$ cat config.mk
export PLATFORM = sky130hd
export DESIGN_NAME = twdog_top
export DESIGN_NICKNAME = d
export VERILOG_FILES = /design/src/rtl/twdog_pkg.sv /design/src/rtl/twdog_tick.sv /design/src/rtl/twdog_regs.sv /design/src/rtl/twdog_fsm.sv /design/src/rtl/twdog_top.sv
export SDC_FILE = /design/constraint.sdc
export NUM_CORES = 1
export LEC_CHECK = 0
export BUFFER_PORTS_ARGS = -buffer_cell sky130_fd_sc_hd__buf_2
export CAP_MARGIN = 15
export CORE_ASPECT_RATIO = 1.75
export CORE_MARGIN = 10
export CORE_UTILIZATION = 40
export DETAILED_ROUTE_END_ITERATION = 7
export GPL_ROUTABILITY_DRIVEN = 0
export PLACE_DENSITY = 0.69
export RECOVER_POWER = 25
export SLEW_MARGIN = 20
export SYNTH_ARGS = -nofsm -noshare
export SYNTH_HDL_FRONTEND = slang
export SYNTH_HIERARCHICAL = 1
export SYNTH_SLANG_ARGS = --single-unit
$ cat constraint.sdc
create_clock -name clk -period 7.57 [get_ports clk]
set_input_delay 0 -clock clk [delete_from_list [all_inputs] [get_ports clk]]
set_output_delay 0 -clock clk [all_outputs]
set_load 0.05 [all_outputs]
$ cat src/rtl/twdog_pkg.sv
package twdog_pkg;
    localparam int LIM_W  = 5;
    localparam int DATA_W = 32;

    typedef enum logic [1:0] {
        ST_IDLE,
        ST_PH1,
        ST_PH2,
        ST_FIRE
    } twdog_state_e;

    localparam logic [1:0] MODE_SOC = 2'd0;
    localparam logic [1:0] MODE_CPU = 2'd1;
    localparam logic [1:0] MODE_SW  = 2'd2;

    localparam int BIT_EN   = 31;
    localparam int BIT_ST1  = 31;
    localparam int BIT_ST2  = 30;
    localparam int BIT_PING = 31;
endpackage

$ cat src/rtl/twdog_tick.sv
module twdog_tick #(
    parameter int BASE_SHIFT = 25
) (
    input  logic       clk,
    input  logic       rst_n,
    input  logic       run,
    input  logic       clr,
    input  logic [1:0] scale,
    output logic       tick
);
    localparam int CNT_W = BASE_SHIFT + 4;
    localparam logic [CNT_W-1:0] ONE = CNT_W'(1);

    logic [CNT_W-1:0] cnt;
    logic [CNT_W-1:0] limit;

    always_comb begin
        limit = (ONE << (BASE_SHIFT + 32'(scale))) - ONE;
        tick  = run && (cnt == limit);
    end

    always_ff @(posedge clk or negedge rst_n) begin
        if (!rst_n)            cnt <= '0;
        else if (!run || clr)  cnt <= '0;
        else if (tick)         cnt <= '0;
        else                   cnt <= cnt + ONE;
    end

    AST_TICK_SPACING: assert property (@(posedge clk) disable iff (!rst_n)
        tick |=> !tick);
endmodule

$ cat src/rtl/twdog_regs.sv
module twdog_regs
    import twdog_pkg::*;
#(
    parameter int ADDR_W = 4
) (
    input  logic              clk,
    input  logic              rst_n,
    input  logic              sel,
    input  logic              we,
    input  logic [ADDR_W-1:0] addr,
    input  logic [DATA_W-1:0] wdata,
    input  logic              ph1_set,
    input  logic              ph2_set,
    input  logic              fire,
    output logic [DATA_W-1:0] rdata,
    output logic              en,
    output logic [1:0]        scale,
    output logic [LIM_W-1:0]  lim1,
    output logic [LIM_W-1:0]  lim2,
    output logic [1:0]        mode,
    output logic              ping,
    output logic              st1,
    output logic              st2
);
    localparam logic [ADDR_W-1:0] OFF_PING = ADDR_W'(0);
    localparam logic [ADDR_W-1:0] OFF_STAT = ADDR_W'(4);
    localparam logic [ADDR_W-1:0] OFF_CTRL = ADDR_W'(8);

    logic wr_ctrl, wr_stat;
    logic unused_wbits;

    assign wr_ctrl = sel && we && (addr == OFF_CTRL);
    assign wr_stat = sel && we && (addr == OFF_STAT);
    assign ping    = sel && we && (addr == OFF_PING) && wdata[BIT_PING];
    assign unused_wbits = ^{wdata[28:27], wdata[21:20], wdata[14:2], wdata[29:0]};

    always_ff @(posedge clk or negedge rst_n) begin
        if (!rst_n) begin
            en    <= 1'b0;
            scale <= '0;
            lim1  <= '0;
            lim2  <= '0;
            mode  <= MODE_CPU;
        end else begin
            if (wr_ctrl) begin
                en    <= wdata[BIT_EN];
                scale <= wdata[30:29];
                lim1  <= wdata[26:22];
                lim2  <= wdata[19:15];
                mode  <= wdata[1:0];
            end
            if (fire) en <= 1'b0;
        end
    end

    always_ff @(posedge clk or negedge rst_n) begin
        if (!rst_n) begin
            st1 <= 1'b0;
            st2 <= 1'b0;
        end else begin
            st1 <= ph1_set || (st1 && !(wr_stat && wdata[BIT_ST1]));
            st2 <= ph2_set || (st2 && !(wr_stat && wdata[BIT_ST2]));
        end
    end

    always_comb begin
        rdata = '0;
        if (sel && !we) begin
            if (addr == OFF_CTRL)
                rdata = {en, scale, 2'b00, lim1, 2'b00, lim2, 13'd0, mode};
            else if (addr == OFF_STAT)
                rdata = {st1, st2, 30'd0};
        end
    end

    AST_EN_DROPS_AFTER_FIRE: assert property (@(posedge clk) disable iff (!rst_n)
        fire |=> !en);
    AST_W1C_CLEARS: assert property (@(posedge clk) disable iff (!rst_n)
        (wr_stat && wdata[BIT_ST1] && !ph1_set) |=> !st1);
    AST_SET_WINS: assert property (@(posedge clk) disable iff (!rst_n)
        ph2_set |=> st2);
endmodule

$ cat src/rtl/twdog_fsm.sv
module twdog_fsm
    import twdog_pkg::*;
(
    input  logic             clk,
    input  logic             rst_n,
    input  logic             en,
    input  logic             ping,
    input  logic             tick,
    input  logic [LIM_W-1:0] lim1,
    input  logic [LIM_W-1:0] lim2,
    input  logic [1:0]       mode,
    output logic             running,
    output logic             ping_hit,
    output logic             ph1_done,
    output logic             ph2_done,
    output logic             fire,
    output logic             soc_rst,
    output logic             cpu_rst,
    output logic             sw_rst
);
    twdog_state_e state, nxt;
    logic [LIM_W-1:0] tcnt;

    // next-state decision
    always_comb begin
        nxt = state;
        unique case (state)
            ST_IDLE: if (en) nxt = ST_PH1;
            ST_PH1: begin
                if (!en)                        nxt = ST_IDLE;
                else if (ping)                  nxt = ST_PH1;
                else if (tick && tcnt == lim1)  nxt = ST_PH2;
            end
            ST_PH2: begin
                if (ping)                       nxt = ST_PH1;
                else if (tick && tcnt == lim2)  nxt = ST_FIRE;
            end
            ST_FIRE:                            nxt = ST_IDLE;
        endcase
    end

    // state register
    always_ff @(posedge clk or negedge rst_n) begin
        if (!rst_n) state <= ST_IDLE;
        else        state <= nxt;
    end

    // tick counter within the current phase
    always_ff @(posedge clk or negedge rst_n) begin
        if (!rst_n)                                tcnt <= '0;
        else if (!running || ping_hit || nxt != state) tcnt <= '0;
        else if (tick)                             tcnt <= tcnt + 1'b1;
    end

    // outputs
    always_comb begin
        running  = (state == ST_PH1) || (state == ST_PH2);
        ping_hit = ping && (((state == ST_PH1) && en) || (state == ST_PH2));
        ph1_done = (state == ST_PH1) && (nxt == ST_PH2);
        ph2_done = (state == ST_PH2) && (nxt == ST_FIRE);
        fire     = (state == ST_FIRE);
        soc_rst  = fire && (mode != MODE_CPU) && (mode != MODE_SW);
        cpu_rst  = fire && (mode == MODE_CPU);
        sw_rst   = fire && (mode == MODE_SW);
    end

    AST_RST_ONEHOT: assert property (@(posedge clk) disable iff (!rst_n)
        $onehot0({soc_rst, cpu_rst, sw_rst}));
    AST_RST_SINGLE: assert property (@(posedge clk) disable iff (!rst_n)
        (soc_rst || cpu_rst || sw_rst) |=> !(soc_rst || cpu_rst || sw_rst));
    AST_FIRE_RETIRES: assert property (@(posedge clk) disable iff (!rst_n)
        (state == ST_FIRE) |=> (state == ST_IDLE));
    AST_PH2_NO_STOP: assert property (@(posedge clk) disable iff (!rst_n)
        (state == ST_PH2) |=> (state != ST_IDLE));
endmodule

$ cat src/rtl/twdog_top.sv
module twdog_top
    import twdog_pkg::*;
#(
    parameter int BASE_SHIFT = 25,
    parameter int ADDR_W     = 4
) (
    input  logic              clk,
    input  logic              rst_n,
    input  logic              bus_sel,
    input  logic              bus_we,
    input  logic [ADDR_W-1:0] bus_addr,
    input  logic [31:0]       bus_wdata,
    output logic [31:0]       bus_rdata,
    output logic              irq_warn,
    output logic              irq_final,
    output logic              soc_rst,
    output logic              cpu_rst,
    output logic              sw_rst
);
    logic             en, ping, st1, st2;
    logic [1:0]       scale, mode;
    logic [LIM_W-1:0] lim1, lim2;
    logic             running, ping_hit, ph1_done, ph2_done, fire, tick;

    twdog_regs #(.ADDR_W(ADDR_W)) u_regs (
        .clk(clk), .rst_n(rst_n), .sel(bus_sel), .we(bus_we),
        .addr(bus_addr), .wdata(bus_wdata),
        .ph1_set(ph1_done), .ph2_set(ph2_done), .fire(fire),
        .rdata(bus_rdata), .en(en), .scale(scale), .lim1(lim1),
        .lim2(lim2), .mode(mode), .ping(ping), .st1(st1), .st2(st2)
    );

    twdog_tick #(.BASE_SHIFT(BASE_SHIFT)) u_tick (
        .clk(clk), .rst_n(rst_n), .run(running), .clr(ping_hit),
        .scale(scale), .tick(tick)
    );

    twdog_fsm u_fsm (
        .clk(clk), .rst_n(rst_n), .en(en), .ping(ping), .tick(tick),
        .lim1(lim1), .lim2(lim2), .mode(mode),
        .running(running), .ping_hit(ping_hit), .ph1_done(ph1_done),
        .ph2_done(ph2_done), .fire(fire),
        .soc_rst(soc_rst), .cpu_rst(cpu_rst), .sw_rst(sw_rst)
    );

    assign irq_warn  = st1;
    assign irq_final = st2;

    AST_IRQ_WITH_RST: assert property (@(posedge clk) disable iff (!rst_n)
        (soc_rst || cpu_rst || sw_rst) |-> irq_final);
endmodule

==> results of run 1 <==
==> where the power goes <==
part	leakage [nW]	switching, mW	internal [mW]
combinational	0.876	0.100	0.0523
clock	0.0800	0.106	0.157
sequential	0.718	0.0273	0.306
total	1.67	0.233	0.515
==> metal layers <==
metal  up-vias  wire, um  GRT usage, %
met2        36      4201         22.83
met3         9       237         2.207
li1       1178         -             -
met1      1209      2645         11.47
met5         -         0             0
met4         0       137         4.705
==> cell families after synthesis <==
logic type / Yosys count
flip-flops: 53
XOR/XNOR: 41
AND/OR/NAND/NOR: 141
buffers and inverters: 37
adder cells (fa/ha/maj): 6
multiplexers: 16
other: 1
AO/OA/AOI/OAI: 24
==> flip-flops by register name, summed over array words and instances, names as in the netlist <==
name,flops
u_tick/cnt,29
u_fsm/tcnt,5
u_regs/lim1,5
u_regs/lim2,5
u_fsm/state,2
u_regs/mode,2
u_regs/scale,2
u_regs/en,1
u_regs/st1,1
u_regs/st2,1
==> timing repair <==
action                                  in CTS  in global routing
hold buffers                                15                  0
buffers inserted                             0                  0
endpoints found under the setup margin       0                  0
hold endpoints to repair                    66                  0
==> critical path, cell delays in order, from the launching register on <==
cell	delay, ns
dfrtp_1	0.51
inv_1	0.14
ha_1	0.34
nand2_1	0.06
a211oi_1	0.41
inv_1	0.09
nor3_1	0.85
nand2_1	0.15
nor4_2	0.28
a22o_2	0.24
mux2i_1	0.20
o2111ai_1	0.28
nor3_1	0.25
==> cell type report <==
class	instances	area (sq um)	share of cell area [%]
inverter	10	37.54	1.002
timing repair buffer	59	370.4	9.890
multi-input combinational	245	1725	46.07
clock inverter	3	46.29	1.236
clock buffer	5	125.1	3.341
tap	90	112.6	3.007
sequential	53	1328	35.45
==> cell usage after synthesis (all sizes together), types with 6 or more instances <==
| cell type | instances |
|---|---|
| ha | 6 |
| inv | 10 |
| nor3 | 16 |
| buf | 26 |
| nand3 | 8 |
| xor2 | 18 |
| nand4 | 14 |
| mux2 | 14 |
| nor2 | 39 |
| dfrtp | 52 |
| and2 | 18 |
| nand2 | 15 |
| xnor2 | 23 |
==> how the worst max path moves through the flow <==
stage	from	endpoint	slack, ns	cells past startpoint
finish	u_fsm/state[0]$_DFF_PN0_	u_fsm/tcnt[4]$_DFFE_PN0P_	3.67	12
global placement	u_fsm/state[0]$_DFF_PN0_	u_fsm/tcnt[1]$_DFFE_PN0P_	3.87	12
detailed placement	u_fsm/state[0]$_DFF_PN0_	u_fsm/tcnt[1]$_DFFE_PN0P_	3.78	12
floorplan	u_fsm/state[0]$_DFF_PN0_	u_fsm/tcnt[0]$_DFFE_PN0P_	4.78	13
CTS	u_fsm/state[0]$_DFF_PN0_	u_fsm/tcnt[1]$_DFFE_PN0P_	3.73	12
global route	u_fsm/state[0]$_DFF_PN0_	u_fsm/tcnt[4]$_DFFE_PN0P_	3.30	12
==> through the flow <==
stage | cells | hold WS, ns | setup WS (ns) | instance area (sq um) | util [%]
2_1_floorplan | 335 | -0.2956 | 4.783 | 3361 | -
3_3_place_gp | 442 | 0.1648 | 3.866 | 3465 | 43.22
3_5_place_dp | 442 | 0.1838 | 3.776 | 3465 | 43.22
4_1_cts | 465 | 0.001496 | 3.726 | 3786 | 47.23
5_1_grt | 465 | 0.02259 | 3.301 | 3745 | 46.71
6_report | 465 | 0.008035 | 3.670 | 3745 | 46.71
==> flow_summary.toml, run 1 <==
[outcome]
outcome = "complete, but fails checks"
violations = "max-capacitance violations, max-slew violations"

[timing]
rsz0062_at_grt = "false"
fin_crit_sh_pct = 51.52
setup_viol_count_final = 0
relSlewSlack_pct = -96.60
clock.fmax_mhz = 256.4
finalClockSkew_ns = 0.008094
drv_slew = 54
worstMarginPinSlew_ns = 2.949
tns_ns = 0
final-hold-violation-count = 0
min_period_ns = 3.900

[detailed_routing]
wl_mm = 7.221
ant_nets = 0
wl_per_cell_um = 15.53
first_pass_iters = 4
drc = 0
vias_per_cell = 5.230
via_count = 2432
drt_iter0_drc = 85

[synth]
syn-cell-area_sq_mm = 0.003301
async_flop_share_pct = 100.0
synth_compound_area_share_pct = 6.293
ys_seq_area_share_pct = 40.22
yosysTopAreaCellShare_pct = 39.42
synthMuxAreaShare_pct = 6.406
synth_area_leader_cell = "dfrtp_1"
synth_warnings = 6
synth-simple-area-share_pct = 25.36
ys.flop_type = "dfrtp_1"
avgSynthCellArea_sq_um = 10.35
synth_cell_type_count = 58
synth_xor_area_share_pct = 11.11
ys_ff_latch = 53
synth_adder_area_share_pct = 2.274
synth_edf_count = 0
yosys-top-cells-area = "dfrtp_1, xnor2_1, xor2_1, nor2_1, buf_4"
synthCells = 319
synth_top_family_by_area = "simple AND/OR/NAND/NOR gates"

[power]
worst_ir_drop_vdd_uv = 121.2
p_per_area_mw_per_mm2 = 200.0
total_power_mw = 0.7488
p_leak_nw = 1.674

[worst_setup_path]
r2r_cells = 12
worstPathRequired_ns = 7.78
rr_endpoint = "u_fsm/tcnt[4]$_DFFE_PN0P_"
reg2reg_from = "u_fsm/state[0]$_DFF_PN0_"
end_kind = "register"
worst-setup-path-type = "register to register"
crit_arrival_ns = 4.11
worst_setup_path_start_kind = "register"
r2r_slack_ns = 3.67
critPathMaxFanout = 9

[placed_design]
place_hpwl_mm = 5.258
placement.io_buffers = 42

[hold_path]
min_to = "u_regs/en$_DFFE_PN0P_"
worstHoldPathCells = 3
hold_start = "bus_wdata[31]"
min_path_type = "input port to register"

[cts]
htreeDepth = 2
clock_latency_ns = 0.30
path_clk_slew_ns = 0.07
cts_buffers = 5
cts_max_path_buffers = 2
cts_resized = 0
root_buffer = "clkbuf_16"
cts_tree = "done"
clock-sinks = 53

[finish]
areaGrowthSynthToFinish_pct = 13.46
fin_nets = 420
final_cell_mix = "dfrtp_1, buf_2, nor2_1, xnor2_1"
nFillCells = 758
n_antenna_cell = 0
final_common_cell = "dfrtp_1"
drive_gt1_share_pct = 20.27

[die]
boundaryPins = 77
die_area_sq_mm = 0.01243
initial_core_util_pct = 41.17
num_rows = 43
die_width_um = 88.67
die_h_um = 140.2
core_region_area_sq_mm = 0.008016

[grt]
grt.overflow.total = 0
grt_pass1_wl_mm = 11.85
grt_util_all_layers_pct = 11.82
grt_max_degree = 54
antenna_found_initial = 0
grt_pass1_vias = 2521

[run]
drv_cap = 1
Note: power is estimated with default switching activity, not from simulation.
==> run 2, diff against run 1 <==
==> constraint.sdc (replaced) <==
create_clock -name clk -period 3.8 [get_ports clk]
set_input_delay 0 -clock clk [delete_from_list [all_inputs] [get_ports clk]]
set_output_delay 0 -clock clk [all_outputs]
set_load 0.05 [all_outputs]
==> flow_summary.toml, run 2 (synthesis gave the netlist of run 1 again) <==
[worst_setup_path]
worst_setup_path_start_kind = "register"
r2r_cells = 12
worst-setup-path-type = "register to register"
critical_path.cell_chain = "inv_1 > ha_1 > nand2_1 > a211oi_1 > inv_1 > nor3_1 > nand2_1 > nor4_2 > a22o_2 > mux2i_1 > o2111ai_1 > nor3_1"
reg2reg_from = "u_fsm/state[0]$_DFF_PN0_"
rr_endpoint = "u_fsm/tcnt[4]$_DFFE_PN0P_"
critPathMaxFanout = 9
worstPathRequired_ns = 4.01
crit_arrival_ns = 3.36
end_kind = "register"
slowest_delay_ns = 0.49
r2r_slack_ns = 0.64
crit_slowest_cell = "dfrtp_1"

[detailed_routing]
wl_per_cell_um = 15.13
vias_per_cell = 5.187
wl_mm = 7.051
first_pass_iters = 4
via_count = 2417
ant_nets = 0
drt_iter0_drc = 54
drc = 0

[finish]
multi_input_area_sq_mm = 0.001729
drive_gt1_share_pct = 20.48
final_common_cell = "dfrtp_1"
largest_reg_flops = 29
n_antenna_cell = 0
top_register = "u_tick/cnt"
fin_util_pct = 46.81
areaGrowthSynthToFinish_pct = 13.68
nFillCells = 741
finalNonFillerCells = 466
regArea_sq_mm = 0.001328
final_cell_mix = "dfrtp_1, buf_2, nor2_1, xnor2_1"
fin_nets = 421

[timing]
final-hold-violation-count = 0
finalClockSkew_ns = 0.007698
drv_slew = 54
rsz0062_at_grt = "false"
setup_viol_count_final = 0
min_period_ns = 3.155
fin_crit_sh_pct = 83.04
clock.fmax_mhz = 316.9
relSlewSlack_pct = -91.90
worstMarginPinSlew_ns = 2.879
tns_ns = 0

[die]
boundaryPins = 77
die_width_um = 88.67
die_h_um = 140.2
num_rows = 43
initial_core_util_pct = 41.17
core_region_area_sq_mm = 0.008016
die_area_sq_mm = 0.01243

[cts]
postCtsSetupBuffers = 0
clock-sinks = 53
root_buffer = "clkbuf_16"
cts_buffers = 5
path_clk_slew_ns = 0.07
cts_tree = "done"
clock_latency_ns = 0.29
htreeDepth = 2
cts_max_path_buffers = 2

[power]
internal-power_mw = 1.028
p_leak_nw = 1.681
switching_share_pct = 30.80
p_per_area_mw_per_mm2 = 396.0
power_frac_clock_pct = 34.9
p_comb_share_pct = 20.5
worst_ir_drop_vdd_uv = 209.0
power_frac_seq_pct = 44.6
p_switching_mw = 0.4576
total_power_mw = 1.486

[grt]
grt_pass1_wl_mm = 11.70
grt_util_all_layers_pct = 11.67
antenna_found_initial = 0
grt_pass1_vias = 2461
grt.overflow.total = 0
grt_max_degree = 54

[placed_design]
post-place-cells = 443
place_hpwl_mm = 5.174
placement.io_buffers = 42

[hold_path]
min_path_type = "input port to register"
worstHoldPathCells = 3
min_to = "u_regs/en$_DFFE_PN0P_"
hold_start = "bus_wdata[31]"

[outcome]
violations = "max-capacitance violations, max-slew violations"
outcome = "complete, but fails checks"

[run]
drv_cap = 1
run 2: area by class of cell:
| cell class | count | share of cell area (%) |
|---|---|---|
| clock buffer | 5 | 3.334 |
| clock inverter | 3 | 1.167 |
| inverter | 10 | 1.000 |
| multi-input combinational | 245 | 46.08 |
| sequential | 53 | 35.38 |
| tap | 90 | 3.001 |
| timing repair buffer | 60 | 10.04 |
run 2: per-stage QoR:
| stage | cell area [sq um] | hold WS, ns | setup WS (ns) |
|---|---|---|---|
| finish | 3752 | 0.02287 | 0.6445 |
| global route | 3752 | 0.03272 | 0.2482 |
| CTS | 3791 | 0.01040 | 0.6138 |
| detailed placement | 3472 | 0.1799 | 0.6182 |
| global placement | 3472 | 0.1714 | 0.7352 |
| floorplan | 3361 | -0.2956 | 1.013 |
run 2: layer usage:
metal | up-vias | part of all wire (%) | track usage (%)
met5 | - | 0 | 0
met4 | 0 | 1.0 | 3.764
met3 | 10 | 3.8 | 2.497
met2 | 53 | 59 | 22.83
met1 | 1175 | 37 | 11.24
li1 | 1179 | - | -
run 2: worst max-delay path: cells and delay by family, from the launching register on:
kind / cells / cell delay (ns)
multiplexers: 1 / 0.20
buffers and inverters: 2 / 0.21
flip-flops: 1 / 0.49
AND/OR/NAND/NOR: 5 / 0.89
AO/OA/AOI/OAI: 3 / 0.94
adder cells (fa/ha/maj): 1 / 0.34
run 2: timing repair:
action / CTS / global route
hold buffers: 15 / 0
gates resized for setup: 0 / 0
endpoints found under the hold margin: 66 / 0
endpoints found under the setup margin: 0 / 0
run 2: power by group through the flow:
stage | logic [mW] | clock network [mW] | registers, mW
after global placement | 0.298 | 0 | 0.672
after floorplan | 0.263 | 0 | 0.659
after global routing | 0.340 | 0.554 | 0.670
after CTS | 0.318 | 0.538 | 0.664
final | 0.305 | 0.518 | 0.663
after detailed placement | 0.304 | 0 | 0.675
run 2: worst max path at each step:
stage / startpoint / to / slack [ns]
6_report: u_fsm/state[0]$_DFF_PN0_ / u_fsm/tcnt[4]$_DFFE_PN0P_ / 0.64
3_5_place_dp: u_fsm/state[0]$_DFF_PN0_ / u_fsm/tcnt[1]$_DFFE_PN0P_ / 0.62
3_3_place_gp: u_fsm/state[0]$_DFF_PN0_ / u_fsm/tcnt[1]$_DFFE_PN0P_ / 0.74
4_1_cts: u_fsm/state[0]$_DFF_PN0_ / u_fsm/tcnt[1]$_DFFE_PN0P_ / 0.61
2_1_floorplan: u_fsm/state[0]$_DFF_PN0_ / u_fsm/tcnt[0]$_DFFE_PN0P_ / 1.01
5_1_grt: u_fsm/state[0]$_DFF_PN0_ / u_fsm/tcnt[2]$_DFFE_PN0P_ / 0.25
==> run 3, diff against run 2 <==
--- a/config.mk
+++ b/config.mk
@@ -5,6 +5,7 @@
 export SDC_FILE = /design/constraint.sdc
 export NUM_CORES = 1
 export LEC_CHECK = 0
+export ABC_AREA = 1
 export BUFFER_PORTS_ARGS = -buffer_cell sky130_fd_sc_hd__buf_2
 export CAP_MARGIN = 15
 export CORE_ASPECT_RATIO = 1.75
@@ -12,7 +13,7 @@
 export CORE_UTILIZATION = 40
 export DETAILED_ROUTE_END_ITERATION = 7
 export GPL_ROUTABILITY_DRIVEN = 0
-export PLACE_DENSITY = 0.69
+export PLACE_DENSITY = 0.68
 export RECOVER_POWER = 25
 export SLEW_MARGIN = 20
 export SYNTH_ARGS = -nofsm -noshare
==> constraint.sdc (replaced) <==
create_clock -name clk -period 3 [get_ports clk]
set_input_delay 0 -clock clk [delete_from_list [all_inputs] [get_ports clk]]
set_output_delay 0 -clock clk [all_outputs]
set_load 0.05 [all_outputs]
==> flow_summary.toml, run 3 <==
[power]
p_switching_mw = 0.6470
power_frac_seq_pct = 44.7
switching_share_pct = 34.45
p_comb_share_pct = 25.1
total_power_mw = 1.878
internal-power_mw = 1.231
power_frac_clock_pct = 30.1
p_per_area_mw_per_mm2 = 443.9
worst_ir_drop_vdd_uv = 382.9
p_leak_nw = 1.989

[timing]
fin_crit_sh_pct = 89.14
min_period_ns = 2.674
worstMarginPinSlew_ns = 1.922
rsz0062_at_grt = "false"
fin_hold_ws_ns = 0.06536
setup_ws_ns = 0.3258
drv_slew = 35
finalClockSkew_ns = 0.006321
final-hold-violation-count = 0
relSlewSlack_pct = -28.10
tns_ns = 0
setup_viol_count_final = 0
clock.fmax_mhz = 373.9

[cts]
htreeDepth = 2
cts_buffers = 5
clock-sinks = 53
cts_tree = "done"
path_clk_slew_ns = 0.07
cts_max_path_buffers = 2
root_buffer = "clkbuf_16"
clock_latency_ns = 0.29
postCtsSetupBuffers = 0

[grt]
antenna_found_initial = 0
grt.overflow.total = 0
grt_pass1_vias = 3474
grt_util_all_layers_pct = 13.89
grt_max_degree = 35
grt_pass1_wl_mm = 15.70

[worst_setup_path]
path_common_cell = "nand2_1"
worst-setup-path-type = "register to register"
cp.buffers_inverters = 2
crit_arrival_ns = 2.90
critPathMaxFanout = 7
worst_setup_path_start_kind = "register"
slowest_delay_ns = 0.42
worstPathRequired_ns = 3.22
cpLargestDelayFamily = "simple AND/OR/NAND/NOR gates"
crit_slowest_cell = "dfrtp_2"
end_kind = "register"
critical_path.cell_chain = "inv_1 > ha_1 > nand3_1 > nor2_1 > nand2_1 > nor2_2 > nand2_4 > clkinvlp_4 > nand2_1 > nor2_1 > nand3_1 > nand2_1 > nand2_1 > nand2_1 > nand2_1 > nand2_2 > nor2_1 > nor2_4 > nand2_4 > nor2_2"

[placed_design]
placement.io_buffers = 42
pre_cts_slack_ns = 0.1898
place_hpwl_mm = 7.203

[run]
drv_cap = 1

[synth]
yosys-top-cells-area = "dfrtp_1, nand2_1, nor2_1, inv_1, nand3_1"
ys_top_cells_by_count = "nand2_1, nor2_1, inv_1"
async_flop_share_pct = 100.0
ys.flop_type = "dfrtp_1"
synth_warnings = 6
synth_most_common_cell = "nand2_1"
synthCells = 513
avgSynthCellArea_sq_um = 7.210
synth_edf_count = 0
synth_cell_type_count = 33
ys_ff_latch = 53
yosysTopAreaCellShare_pct = 35.18
ys_seq_area_share_pct = 35.89
synth_area_leader_cell = "dfrtp_1"
syn-cell-area_sq_mm = 0.003699

[finish]
drive_gt1_share_pct = 18.36
areaGrowthSynthToFinish_pct = 14.38
largest_reg_flops = 29
fin_nets = 617
nFillCells = 922
final_common_cell = "nand2_1"
top_register = "u_tick/cnt"
n_antenna_cell = 0
final_cell_mix = "nand2_1, nor2_1, inv_1, dfrtp_1, buf_2"

[detailed_routing]
wl_mm = 9.216
vias_per_cell = 4.906
wl_per_cell_um = 13.32
via_count = 3395
ant_nets = 0
drt_iter0_drc = 131
drc = 0
first_pass_iters = 4

[die]
die_h_um = 147.2
die_area_sq_mm = 0.01364
core_region_area_sq_mm = 0.009036
boundaryPins = 77
die_width_um = 92.69
num_rows = 46
initial_core_util_pct = 40.93

[hold_path]
min_path_type = "input port to register"

[outcome]
violations = "max-capacitance violations, max-slew violations"
outcome = "complete, but fails checks"
## run 3: changes by cell type after synthesis, moves of 6 or more
cell	change
and2_1	-16
inv_1	+44
inv_2	+6
mux2_4	-9
nand2_1	+142
nand2_2	+6
nand3_1	+25
nor2_1	+30
nor2_2	+23
nor3_1	-7
nor3b_2	+9
xnor2_1	-15
## run 3: final timing paths
path                                           from                   endpoint  slack [ns]  cells after the start
setup / recovery           u_fsm/state[0]$_DFF_PN0_  u_fsm/tcnt[2]$_DFFE_PN0P_        0.33                     20
hold / removal                          bus_addr[3]       u_regs/st1$_DFF_PN0_        0.07                      5
setup reg to reg           u_fsm/state[0]$_DFF_PN0_  u_fsm/tcnt[2]$_DFFE_PN0P_        0.33                     20
hold reg to reg             u_tick/cnt[0]$_DFF_PN0_    u_tick/cnt[0]$_DFF_PN0_        0.47                      1
max in group asynchronous                     rst_n   u_fsm/state[0]$_DFF_PN0_        0.99                      2
min in group asynchronous                     rst_n   u_fsm/state[0]$_DFF_PN0_        0.78                      2
## run 3: worst register-to-register path: cells and delay by family, from the launching register on
family	cells	cell delay, ns
flops	1	0.42
buf+inv	2	0.26
fa+ha+maj	1	0.34
simple gates	17	1.61
## run 3: power groups by stage
stage          clock (mW)  combinational, mW  sequential [mW]
2_1_floorplan           0              0.393            0.842
3_3_place_gp            0              0.447            0.848
3_5_place_dp            0              0.455            0.852
4_1_cts             0.583              0.473            0.839
5_1_grt             0.608              0.528            0.850
6_report            0.566              0.472            0.840
## run 3: cell families after synthesis
group | count (synthesis) | synth area share, %
compound gates | 15 | 2.267
xor+xnor | 21 | 4.973
fa+ha+maj | 6 | 2.030
other cells | 1 | 0.1014
simple gates | 332 | 43.34
buf+inv | 85 | 11.40
flops | 53 | 35.89
## run 3: repair_timing
action / CTS / global route
endpoints found under the hold margin: 47 / 0
hold buffers: 16 / 0
endpoints found under the setup margin: 0 / 7
resized for setup: 0 / 3
## run 3: layer usage
| layer | track usage, % | part of all wire [%] |
|---|---|---|
| met5 | 0 | 0 |
| met4 | 7.132 | 3.7 |
| met3 | 3.316 | 5.2 |
| met2 | 26.91 | 55 |
| met1 | 12.73 | 36 |
## run 3: per-stage QoR
step                      area, sq um  std cells  util (%)
after global placement           3934        668     43.53
after floorplan                  3759        529         -
after CTS                        4230        692     46.82
after detailed placement         3934        668     43.53
after global routing             4230        692     46.82
final                            4230        692     46.82
## run 3: area by class of cell
class / instances / area (sq um) / share of cell area [%]
Tap cell: 120 / 150.1 / 3.549
Clock buffer: 8 / 136.4 / 3.224
Sequential cell: 53 / 1329 / 31.41
Multi-Input combinational cell: 391 / 2009 / 47.50
Inverter: 61 / 232.7 / 5.501
Timing Repair Buffer: 59 / 372.9 / 8.814
